==> src/rtl/blkxfer_engine.sv <==
module blkxfer_engine #(
  parameter int AW = 16,
  parameter int DW = 8
) (
  input  logic          clk,
  input  logic          rst_n,
  input  logic          start,
  input  logic [1:0]    op,
  input  logic          dir_dec,
  input  logic          repeat_en,
  input  logic [AW-1:0] src_in,
  input  logic [AW-1:0] dst_in,
  input  logic [15:0]   cnt_in,
  input  logic [DW-1:0] acc_in,
  input  logic [7:0]    flags_in,
  output logic          mem_req,
  output logic          mem_we,
  output logic [AW-1:0] mem_addr,
  output logic [DW-1:0] mem_wdata,
  input  logic          mem_ack,
  input  logic [DW-1:0] mem_rdata,
  output logic          io_req,
  output logic          io_we,
  output logic [7:0]    io_port,
  output logic [DW-1:0] io_wdata,
  input  logic          io_ack,
  input  logic [DW-1:0] io_rdata,
  output logic          busy,
  output logic          done,
  output logic [AW-1:0] src_out,
  output logic [AW-1:0] dst_out,
  output logic [15:0]   cnt_out,
  output logic [7:0]    flags_out
);
  localparam logic [1:0] OP_COPY = 2'd0, OP_FIND = 2'd1, OP_PIN = 2'd2, OP_POUT = 2'd3;
  typedef enum logic [1:0] {S_IDLE, S_RD, S_WR} st_t;

  st_t st;
  logic [1:0]    op_r;
  logic          dec_r, rep_r;
  logic [AW-1:0] src_r, dst_r;
  logic [15:0]   cnt_r;
  logic [DW-1:0] acc_r, dat_r;
  logic [7:0]    flg_r;

  wire is_io = op_r[1];
  wire rd_mem = (st == S_RD) && (op_r != OP_PIN);
  wire wr_mem = (st == S_WR) && (op_r != OP_POUT);
  wire rd_io  = (st == S_RD) && (op_r == OP_PIN);
  wire wr_io  = (st == S_WR) && (op_r == OP_POUT);

  assign mem_req   = rd_mem || wr_mem;
  assign mem_we    = wr_mem;
  assign mem_addr  = (wr_mem && op_r == OP_COPY) ? dst_r : src_r;
  assign mem_wdata = dat_r;
  assign io_req    = rd_io || wr_io;
  assign io_we     = wr_io;
  assign io_port   = cnt_r[7:0];
  assign io_wdata  = dat_r;
  assign busy      = (st != S_IDLE);
  assign src_out   = src_r;
  assign dst_out   = dst_r;
  assign cnt_out   = cnt_r;
  assign flags_out = flg_r;

  wire ack_now = (mem_req && mem_ack) || (io_req && io_ack);
  wire step_end = ack_now && ((st == S_WR) || (op_r == OP_FIND));

  wire [15:0]   cnt_nx  = is_io ? {cnt_r[15:8] - 8'd1, cnt_r[7:0]} : cnt_r - 16'd1;
  wire          cnt_z   = is_io ? (cnt_nx[15:8] == 8'd0) : (cnt_nx == 16'd0);
  wire [AW-1:0] src_nx  = dec_r ? src_r - 1'b1 : src_r + 1'b1;
  wire [AW-1:0] dst_nx  = dec_r ? dst_r - 1'b1 : dst_r + 1'b1;
  wire [DW-1:0] diff    = acc_r - mem_rdata;
  wire          match   = (diff == '0);
  wire          hborrow = (acc_r[3:0] < mem_rdata[3:0]);
  wire          stop    = !rep_r || cnt_z || ((op_r == OP_FIND) && match);

  logic [7:0] flg_nx;
  always_comb begin
    case (op_r)
      OP_COPY: flg_nx = {flg_r[7:5], 1'b0, flg_r[3], !cnt_z, 1'b0, flg_r[0]};
      OP_FIND: flg_nx = {diff[DW-1], match, flg_r[5], hborrow, flg_r[3], !cnt_z, 1'b1, flg_r[0]};
      default: flg_nx = {flg_r[7], cnt_z, flg_r[5:2], 1'b1, flg_r[0]};
    endcase
  end

  always_ff @(posedge clk or negedge rst_n) begin
    if (!rst_n) begin
      st <= S_IDLE; op_r <= OP_COPY; dec_r <= 1'b0; rep_r <= 1'b0;
      src_r <= '0; dst_r <= '0; cnt_r <= '0; acc_r <= '0; dat_r <= '0;
      flg_r <= '0; done <= 1'b0;
    end else begin
      done <= 1'b0;
      case (st)
        S_IDLE: if (start) begin
          st <= S_RD; op_r <= op; dec_r <= dir_dec; rep_r <= repeat_en;
          src_r <= src_in; dst_r <= dst_in; cnt_r <= cnt_in;
          acc_r <= acc_in; flg_r <= flags_in;
        end
        S_RD: if (ack_now && op_r != OP_FIND) begin
          dat_r <= (op_r == OP_PIN) ? io_rdata : mem_rdata;
          st <= S_WR;
        end
        default: ;
      endcase
      if (step_end) begin
        src_r <= src_nx;
        if (op_r == OP_COPY) dst_r <= dst_nx;
        cnt_r <= cnt_nx;
        flg_r <= flg_nx;
        st <= stop ? S_IDLE : S_RD;
        done <= stop;
      end
    end
  end


  mem_hold_chk: assert property (@(posedge clk) disable iff (!rst_n)
    mem_req && !mem_ack |=> mem_req && $stable(mem_addr) && $stable(mem_we));

  io_hold_chk: assert property (@(posedge clk) disable iff (!rst_n)
    io_req && !io_ack |=> io_req && $stable(io_port) && $stable(io_we));

  done_pulse_chk: assert property (@(posedge clk) disable iff (!rst_n)
    done |=> !done && !busy);

  pv_flag_chk: assert property (@(posedge clk) disable iff (!rst_n)
    done && !op_r[1] |-> flags_out[2] == (cnt_out != 16'd0));

  copy_hn_chk: assert property (@(posedge clk) disable iff (!rst_n)
    done && op_r == OP_COPY |-> !flags_out[4] && !flags_out[1]);

  find_nowrite_chk: assert property (@(posedge clk) disable iff (!rst_n)
    busy && op_r == OP_FIND |-> !mem_we && !io_req);

  find_stop_chk: assert property (@(posedge clk) disable iff (!rst_n)
    done && op_r == OP_FIND && rep_r |-> flags_out[6] || cnt_out == 16'd0);

  io_port_keep_chk: assert property (@(posedge clk) disable iff (!rst_n)
    busy && op_r[1] |=> $stable(cnt_out[7:0]) && $stable(dst_out));
endmodule

==> config.mk <==
export PLATFORM = sky130hd
export DESIGN_NAME = blkxfer_engine
export DESIGN_NICKNAME = d
export VERILOG_FILES = /design/src/rtl/blkxfer_engine.sv
export SDC_FILE = /design/constraint.sdc
export NUM_CORES = 1
export LEC_CHECK = 0
export CORE_ASPECT_RATIO = 0.7
export CORE_MARGIN = 2
export CORE_UTILIZATION = 51
export DETAILED_ROUTE_END_ITERATION = 10
export PLACE_DENSITY_LB_ADDON = 0.05
export RECOVER_POWER = 25
export SETUP_SLACK_MARGIN = 0.02
export SYNTH_ARGS = -nofsm -noshare
export SYNTH_HDL_FRONTEND = slang
export SYNTH_SLANG_ARGS = --single-unit
==> constraint.sdc <==
create_clock -name clk -period 6.3 [get_ports clk]
set_input_delay 1.89 -clock clk [delete_from_list [all_inputs] [get_ports clk]]
set_output_delay 1.89 -clock clk [all_outputs]
set_load 0.01 [all_outputs]
==> impl_summary.txt, run 1 <==
----------------------------------------------------
[Setup path]
  Maximum fanout count along the critical path ... 26
  CP Launch Point ... op_r[1]
  Data arrival, critical path ... 3030 ps
  Reg-to-reg setup timing slack ... 2900 ps
  WP buf/inv ... 1
  Critical path cell sequence ... nor3_2 -> mux2_2 -> clkdlybuf4s50_1
  WP data required ... 4410 ps
  Worst reg2reg startpoint ... dec_r
  R2R cell count ... 9
  Category of the most critical setup path ... reg2out
  Highest-delay cell along the critical path ... sky130_fd_sc_hd__nor3_2
  Worst path max stage delay ... 1060 ps
  Worst reg2reg path endpoint ... src_out[14]
  Kind of start point of the critical path ... register
  Delay-heaviest family, CP ... simple AND/OR/NAND/NOR gates
  Setup crit end kind ... output port

[Detailed routing]
  Final wirelength ... 18,930 um
  Number of DRC violations after detailed routing ... 0
  Via total after detailed routing ... 5,940
  Count of routing violations after the opening detailed-route iteration ... 511
  Number of detailed-routing iterations run before antenna repair ... 6
  Routed len/inst ... 18.77 um
  Number of vias per cell after detailed routing ... 5.893
  Antenna-violating nets left ... 0

[Global route]
  Initial antenna violation count ... 0
  Wire length of the first global-routing pass ... 29,900 um
  Residual overflow from global routing ... 0
  Total global-route track usage ... 0.3039
  Vias in the first global route ... 5,570
  Maximum number of pins on one net before global-route repair ... 80

[Power]
  Total leakage power ... 3.440 nW
  Internal power ... 0.002631 W
  Sw Pwr ... 0.002264 W
  Fraction of power consumed by sequential logic ... 0.239
  Worst ir drop on vdd ... 0.3101 mV
  Share of total power in the clock network ... 0.107
  Comb power frac ... 0.654
  Power density of the placed cells ... 604.7 nW/um2
  Switching share of total power ... 0.4625

[Clock tree]
  Post CTS Setup Buffer Count ... 0
  Skew-Pair Late Insertion Delay ... 350 ps
  Count of clock tree sinks ... 79
  Maximum level of the CTS H-tree ... 3
  Number of buffers created by CTS ... 9
  Clock transition at path regs ... 70 ps
  Hold buffers post-CTS ... 0
  Clock tree from TritonCTS ... yes
  Cts repair resizes ... 0
  Buffer type at the clock tree root ... sky130_fd_sc_hd__clkbuf_16
  Maximum root-to-sink buffer count ... 2

[Finish]
  Area grow syn2layout ... 36.88%
  Fin cells ... 1,008
  Layout cell share with drive strength beyond 1 ... 0.06667
  Ant. Diodes ... 0
  Fraction of the core area covered by cells at the end of the flow ... 0.7246
  Nets ... 978

[Yosys]
  Combined area of all synthesized cells ... 5913 um2
  Ranking of synthesized cells by instance count ... sky130_fd_sc_hd__nand2_1 (106), sky130_fd_sc_hd__dfrtp_1 (79), sky130_fd_sc_hd__o21ai_0 (52)
  Count of flip-flops with a built-in enable after synthesis ... 0
  Fraction of registers with async set or reset after synthesis ... 1.000
  Fraction of synthesized cell area taken by the top area cell type ... 0.3343
  Distinct cell type count after synthesis ... 77
  #FFs+latches synth ... 79
  Top area cells in the synthesized netlist ... sky130_fd_sc_hd__dfrtp_1 (33%), sky130_fd_sc_hd__ha_1 (7.8%), sky130_fd_sc_hd__nand2_1 (6.7%)
  Main flop type after synthesis ... sky130_fd_sc_hd__dfrtp_1
  Mean Syn Cell Area ... 8.545 um2
  Syn Inst Count ... 692
  Synth warnings ... 0
  Cell type with the largest total area after synthesis ... sky130_fd_sc_hd__dfrtp_1
  Sequential fraction of the synthesis area ... 0.3343
  Count leader, synth ... sky130_fd_sc_hd__nand2_1
  Post-Syn Nets ... 820

[STA]
  Relative slew margins ... -0.3791
  Final worst path period share ... 0.7806
  Unrepaired setup endpoints after global routing ... no
  Slew Viols, Final ... 80
  Time the final worst path needs with I/O delays and setup ... 4918 ps
  Hold Fails Final Rpt ... 0
  Largest clock skew in the final design ... 6.340 ps
  Final setup vio count ... 0
  Top achievable clock speed ... 203.3 MHz
  Worst Max-Slew Pin Slew ... 2069 ps
  Setup Total Neg Slack ... 0 ps

[Floorplanning]
  Starting utilization of the core area ... 0.5293
  Chip width ... 132.7 um
  # rows ... 32
  Height of the chip ... 94.09 um
  Core Box Area ... 11,170 um2
  Top-level I/O count ... 191
  Area enclosed by the die boundary ... 12,490 um2

[Placement]
  Final weighted congestion of routability-driven global placement ... 0.9128
  Number of buffers added on ports ... 190
  Detailed-placement wirelength estimate ... 14,130 um
  Instance count after placement with tap cells included ... 992

[Run status]
  Result of the run ... finished with violations
  Violated checks ... capacitance limit, slew limit

[Min path]
  Worst-case hold path end point ... flags_out[0]
  Cells on Worst Hold Path ... 2
  Hold_sp ... flags_out[0]
  Class of the tightest hold or removal check ... reg2reg

[Flow run]
  Count of maximum capacitance violations ... 1

----------------------------------------------------
## flip-flops by register name, summed over array words and instances, names as in the netlist
signal and count:
st 2, rep_r 1, dst_out 16, src_out 16, dec_r 1, io_wdata 8
done 1, flags_out 8, op_r 2, acc_r 8, cnt_out 16
## per-stage QoR
step           cell area (um2)  power, W  hold WS [ps]  worst slack (ps)
2_1_floorplan             5913  0.003134         449.7              2520
3_3_place_gp              7809  0.004189         460.5              1903
4_1_cts                   8097  0.004854         487.7              1418
5_1_grt                   8094  0.005239         515.8              1196
6_report                  8094  0.004894         483.5              1382
3_5_place_dp              7809  0.004308         460.7              1801
## worst min-delay path, stage by stage, from the launching register on
cell	delay, ps
sky130_fd_sc_hd__dfrtp_1	350
sky130_fd_sc_hd__nand2_1	50
sky130_fd_sc_hd__nand2_1	50
## metal layers
metal  GRT usage  wire, um  share of wire  vias up
met5           0         0              0        -
met4     0.08602       350          0.018        0
met3     0.05232      1178          0.062       23
met2      0.4555      8151           0.43      227
met1      0.4498      9244           0.49     2864
li1            -         -              -     2826
## power by group through the flow
stage	sequential [W]	combinational, W	clock [W]
after CTS	0.00115	0.00317	0.000528
after detailed placement	0.00116	0.00315	0
after floorplan	0.00109	0.00204	0
after global routing	0.00120	0.00349	0.000546
after global placement	0.00114	0.00305	0
final	0.00117	0.00320	0.000525
## placed cells by master, fill, tap and decap left out, drive strengths merged, types with 11 or more instances in the layout
| cell | instances |
|---|---|
| o21ai | 57 |
| inv | 31 |
| ha | 37 |
| xnor2 | 18 |
| mux2 | 15 |
| nand3 | 11 |
| a211oi | 12 |
| nor3 | 16 |
| dfrtp | 79 |
| nor2 | 36 |
| a22oi | 16 |
| a21oi | 47 |
| clkdlybuf4s50 | 189 |
| nand2 | 106 |
## worst max-delay path by stage
| stage | endpoint | slack (ps) | cells past startpoint |
|---|---|---|---|
| global route | mem_addr[11] | 1200 | 3 |
| floorplan | mem_addr[10] | 2520 | 5 |
| CTS | mem_addr[11] | 1420 | 3 |
| detailed placement | mem_addr[11] | 1800 | 3 |
| finish | mem_addr[11] | 1380 | 3 |
| global placement | mem_addr[15] | 1900 | 3 |
## area by class of cell
cell class                      count  area (um2)
Timing Repair Buffer              195        1934
Tap cell                          153       191.4
Clock buffer                        9       225.2
Sequential cell                    79        1977
Inverter                           26       97.59
Fill cell                         857        3077
Multi-Input combinational cell    539        3606
Clock inverter                      7       62.56
## cell families after synthesis
group,Yosys count,synth area share
and+or+nand+nor,233,0.1978
xor gates and xnor gates,28,0.04147
AOI/OAI and AO/OA,214,0.2380
buffers and inverters,74,0.05776
adders and majority gates,39,0.08506
muxes,25,0.04549
DFF,79,0.3343
Note: power is estimated with default switching activity, not from simulation.
==> run 2, diff against run 1 <==
- CORE_UTILIZATION: 51 -> 43
- clock period: 6.3 -> 4.5 ns (I/O delays scaled with it)
==> run 2 against run 1 <==
Net effect: the run still ends with capacitance limit, slew limit left; clock skew rose by 4.7 ps; worst setup slack lost 570 ps; non-clock buffer count is 7 higher; critical endpoint is now mem_addr[14]; largest power group unchanged.
==> impl_summary.txt, run 2 (synthesis gave the netlist of run 1 again) <==
----------------------------------------------------
[STA]
  Relative slew margins ... -0.4040
  Minimum setup slack in the final design ... 813.6 ps
  Final worst path period share ... 0.8192
  Hold Fails Final Rpt ... 0
  Final setup vio count ... 0
  Largest clock skew in the final design ... 11.03 ps
  Slew Viols, Final ... 80
  Unrepaired setup endpoints after global routing ... no
  Setup Total Neg Slack ... 0 ps
  Top achievable clock speed ... 271.3 MHz
  Time the final worst path needs with I/O delays and setup ... 3686 ps
  Worst Max-Slew Pin Slew ... 2106 ps

[Detailed routing]
  Final wirelength ... 19,140 um
  Via total after detailed routing ... 5,908
  Antenna-violating nets left ... 0
  Number of detailed-routing iterations run before antenna repair ... 5
  Count of routing violations after the opening detailed-route iteration ... 400
  Routed len/inst ... 18.28 um
  Number of vias per cell after detailed routing ... 5.643
  Number of DRC violations after detailed routing ... 0

[Setup path]
  WP data required ... 3150 ps
  Setup crit end kind ... output port
  Data arrival, critical path ... 2340 ps
  Reg-to-reg setup timing slack ... 1550 ps
  Category of the most critical setup path ... reg2out
  Kind of start point of the critical path ... register
  Maximum fanout count along the critical path ... 18

[Clock tree]
  Clock tree from TritonCTS ... yes
  Skew-Pair Late Insertion Delay ... 350 ps
  Count of clock tree sinks ... 79
  Cts repair resizes ... 0
  Maximum level of the CTS H-tree ... 3
  Hold buffers post-CTS ... 0
  Buffer type at the clock tree root ... sky130_fd_sc_hd__clkbuf_16
  Maximum root-to-sink buffer count ... 2
  Clock transition at path regs ... 70 ps
  Post CTS Setup Buffer Count ... 0
  Number of buffers created by CTS ... 9

[Power]
  Worst ir drop on vdd ... 0.3870 mV
  Power density of the placed cells ... 842.4 nW/um2
  Total leakage power ... 3.491 nW

[Floorplanning]
  # rows ... 35
  Height of the chip ... 102.1 um
  Core Box Area ... 13,310 um2
  Starting utilization of the core area ... 0.4442
  Top-level I/O count ... 191
  Area enclosed by the die boundary ... 14,720 um2
  Chip width ... 144.2 um

[Finish]
  Ant. Diodes ... 0
  Layout cell share with drive strength beyond 1 ... 0.07425
  Commonest cells after routing, fill and taps aside ... sky130_fd_sc_hd__clkdlybuf4s50_1 (189), sky130_fd_sc_hd__nand2_1 (106), sky130_fd_sc_hd__dfrtp_1 (79), sky130_fd_sc_hd__o21ai_0 (52), sky130_fd_sc_hd__a21oi_1 (47)
  Most common cell after layout, fill and taps aside ... sky130_fd_sc_hd__clkdlybuf4s50_1
  Fraction of the core area covered by cells at the end of the flow ... 0.6168
  Area grow syn2layout ... 38.87%
  Nets ... 985

[Global route]
  Residual overflow from global routing ... 0
  Initial antenna violation count ... 0
  Wire length of the first global-routing pass ... 29,730 um
  Vias in the first global route ... 5,378
  Total global-route track usage ... 0.2612
  Maximum number of pins on one net before global-route repair ... 80

[Flow run]
  Count of maximum capacitance violations ... 1

[Run status]
  Violated checks ... capacitance limit, slew limit
  Result of the run ... finished with violations

[Placement]
  Placement-stage worst setup slack ... 767.7 ps
  Number of buffers added on ports ... 190
  Detailed-placement wirelength estimate ... 14,350 um
  Final weighted congestion of routability-driven global placement ... 0.8987

[Min path]
  Class of the tightest hold or removal check ... reg2reg

----------------------------------------------------
run 2: cell types whose count changed in the layout (fill, tap and decap cells not counted):
cell / delta
sky130_fd_sc_hd__buf_4: +7
sky130_fd_sc_hd__bufinv_16: +1
sky130_fd_sc_hd__clkinv_4: +1
sky130_fd_sc_hd__clkinvlp_4: -1
sky130_fd_sc_hd__inv_6: -2
sky130_fd_sc_hd__inv_8: +1
run 2: routing by layer:
layer  wire length [um]  GRT usage
met1               9363     0.4168
met4                172    0.04780
met3               1412    0.04592
met5                  0          0
met2               8190     0.3696
run 2: final cells by class:
class	count	area, um2
Timing Repair Buffer	202	1987
Clock inverter	7	87.58
Inverter	26	97.59
Sequential cell	79	1977
Fill cell	1180	5101
Clock buffer	9	225.2
Tap cell	185	231.5
Multi-Input combinational cell	539	3606
run 2: worst paths after layout:
kind / cells after the start / to / from
worst max-delay path: 5 / mem_addr[14] / st[0]
worst min-delay path: 2 / flags_out[5] / flags_out[5]
worst max register to register: 9 / src_out[14] / dec_r
worst min register to register: 2 / flags_out[5] / flags_out[5]
max in group asynchronous: 1 / io_wdata[4] / rst_n
min in group asynchronous: 1 / src_out[7] / rst_n
run 2: critical path: stages, from the launching register on:
cell	delay, ps
sky130_fd_sc_hd__dfrtp_1	410
sky130_fd_sc_hd__nand2b_1	280
sky130_fd_sc_hd__nor3_2	170
sky130_fd_sc_hd__buf_4	260
sky130_fd_sc_hd__mux2_2	360
sky130_fd_sc_hd__clkdlybuf4s50_1	510
run 2: through the flow:
step	hold slack [ps]	total power, W	instance area (um2)	std cells
2_1_floorplan	449.7	0.004387	5913	692
3_3_place_gp	460.4	0.005946	7901	1031
3_5_place_dp	462.2	0.006079	7901	1031
4_1_cts	491.6	0.006913	8214	1047
5_1_grt	519.7	0.007468	8212	1047
6_report	493.2	0.006917	8212	1047
run 2: power by group:
group	leakage [nW]	switching, W	internal (W)	total [W]
clock	0.154	0.000343	0.000444	0.000787
sequential	0.975	0.000515	0.00106	0.00157
combinational	2.36	0.00229	0.00227	0.00456
total	3.49	0.00315	0.00377	0.00692
==> run 3, diff against run 2 <==
- CORE_UTILIZATION: 43 -> 47
- clock period: 4.5 -> 3.55 ns (I/O delays scaled with it)
==> run 3 against run 2 <==
Net effect: the flow still finishes with violations (capacitance limit, slew limit); worst setup slack worse by 650 ps; worst hold slack worse by 14 ps; first-iteration DRC count down 19%; wire length down 3.2%; sequential share of layout area up 0.063 points.
==> impl_summary.txt, run 3 (synthesis gave the netlist of run 1 again) <==
----------------------------------------------------
[Run status]
  Result of the run ... finished with violations
  Violated checks ... capacitance limit, slew limit

[Detailed routing]
  Number of DRC violations after detailed routing ... 0
  Number of detailed-routing iterations run before antenna repair ... 6
  Count of routing violations after the opening detailed-route iteration ... 325
  Final wirelength ... 18,540 um
  Routed len/inst ... 17.98 um
  Number of vias per cell after detailed routing ... 5.793
  Via total after detailed routing ... 5,973
  Antenna-violating nets left ... 0

[STA]
  Hold Fails Final Rpt ... 0
  Slew Viols, Final ... 80
  Final worst path period share ... 0.9527
  Minimum setup slack in the final design ... 167.8 ps
  Time the final worst path needs with I/O delays and setup ... 3382 ps
  Worst Max-Slew Pin Slew ... 2095 ps
  Largest clock skew in the final design ... 12.06 ps
  Top achievable clock speed ... 295.7 MHz
  Unrepaired setup endpoints after global routing ... no
  Final setup vio count ... 0
  Final hold slack ... 479.2 ps
  Relative slew margins ... -0.3965

[Flow run]
  Count of maximum capacitance violations ... 1

[Floorplanning]
  Top-level I/O count ... 191
  # rows ... 34
  Core Box Area ... 12,340 um2
  Area enclosed by the die boundary ... 13,510 um2
  Height of the chip ... 97.85 um
  Chip width ... 138.1 um
  Starting utilization of the core area ... 0.4793

[Finish]
  Layout fillers ... 1,047
  Nets ... 992
  Sequential cell area ... 1977 um2
  Commonest cells after routing, fill and taps aside ... sky130_fd_sc_hd__clkdlybuf4s50_1 (189), sky130_fd_sc_hd__nand2_1 (106), sky130_fd_sc_hd__dfrtp_1 (79), sky130_fd_sc_hd__o21ai_0 (52), sky130_fd_sc_hd__a21oi_1 (47)
  Layout cell share with drive strength beyond 1 ... 0.07940
  Most common cell after layout, fill and taps aside ... sky130_fd_sc_hd__clkdlybuf4s50_1
  Multi-input gate area in the final layout ... 3606 um2
  Fin cells ... 1,031
  Ant. Diodes ... 0
  Total non-filler cell area in the finished layout ... 8190 um2
  Area grow syn2layout ... 38.51%

[Clock tree]
  Number of buffers created by CTS ... 9
  Clock tree from TritonCTS ... yes
  Maximum root-to-sink buffer count ... 2
  Skew-Pair Late Insertion Delay ... 340 ps
  Clock transition at path regs ... 60 ps
  Count of clock tree sinks ... 79
  Buffer type at the clock tree root ... sky130_fd_sc_hd__clkbuf_16
  Cts repair resizes ... 0
  Hold buffers post-CTS ... 0
  Post CTS Setup Buffer Count ... 0
  Maximum level of the CTS H-tree ... 3

[Setup path]
  Kind of start point of the critical path ... register
  Worst path max stage delay ... 510 ps
  Setup crit end kind ... output port
  WP data required ... 2480 ps
  Highest-delay cell along the critical path ... sky130_fd_sc_hd__clkdlybuf4s50_1
  Data arrival, critical path ... 2320 ps
  Critical path cell sequence ... nand2b_1 -> nor3_2 -> buf_4 -> mux2_2 -> clkdlybuf4s50_1
  R2R cell count ... 9
  Category of the most critical setup path ... reg2out
  Maximum fanout count along the critical path ... 18
  CP Launch Point ... st[0]
  Worst reg2reg startpoint ... dec_r

[Min path]
  Cells on Worst Hold Path ... 2
  Hold_sp ... flags_out[5]
  Class of the tightest hold or removal check ... reg2reg

[Placement]
  Detailed-placement wirelength estimate ... 13,770 um
  Placement-stage worst setup slack ... -8.357 ps
  Instance count after placement with tap cells included ... 1,015
  Post-placement cell area ... 7925 um2
  Final weighted congestion of routability-driven global placement ... 0.9011
  Number of buffers added on ports ... 190

[Global route]
  Wire length of the first global-routing pass ... 30,190 um
  Residual overflow from global routing ... 0
  Initial antenna violation count ... 0
  Vias in the first global route ... 5,782
  Maximum number of pins on one net before global-route repair ... 80
  Total global-route track usage ... 0.2732

[Power]
  Worst ir drop on vdd ... 0.5632 mV
  Total leakage power ... 3.488 nW
  Post-layout total power ... 0.008654 W
  Power density of the placed cells ... 1057 nW/um2

----------------------------------------------------
-- run 3: final timing paths --
check                           slack, ps            to
min in group asynchronous            1300    src_out[4]
max in group asynchronous             990    cnt_out[6]
worst min register to register        480  flags_out[5]
worst min-delay path                  480  flags_out[5]
worst max-delay path                  170  mem_addr[14]
worst max register to register        780   src_out[14]
-- run 3: per-layer routing --
layer  global-route usage  routed length [um]
met4              0.06358                 216
met5                    0                   0
met1               0.3850                8874
met3              0.05297                 970
met2               0.4387                8474
-- run 3: layout make-up --
class | count | area share
multi-input combinational | 539 | 0.4403
timing repair buffer | 209 | 0.2490
sequential | 79 | 0.2414
clock buffer | 11 | 0.02841
tap | 162 | 0.02475
inverter | 26 | 0.01192
clock inverter | 5 | 0.004277
-- run 3: worst max-delay path, delay by kind of cell (launching register included) --
family                 cells  cell delay, ps
DFF                        1             400
and+or+nand+nor            2             450
muxes                      1             360
buffers and inverters      2             770
-- run 3: metrics by stage --
stage | utilization | setup TNS [ps]
2_1_floorplan | - | 0
3_3_place_gp | 0.6424 | 0
3_5_place_dp | 0.6424 | -8.357
4_1_cts | 0.6641 | 0
5_1_grt | 0.6639 | 0
6_report | 0.6639 | 0
-- run 3: report_power, final --
part | internal, W | switching [W]
Sequential | 0.00134 | 0.000573
Clock | 0.000473 | 0.000392
Combinational | 0.00291 | 0.00296
Total | 0.00473 | 0.00392
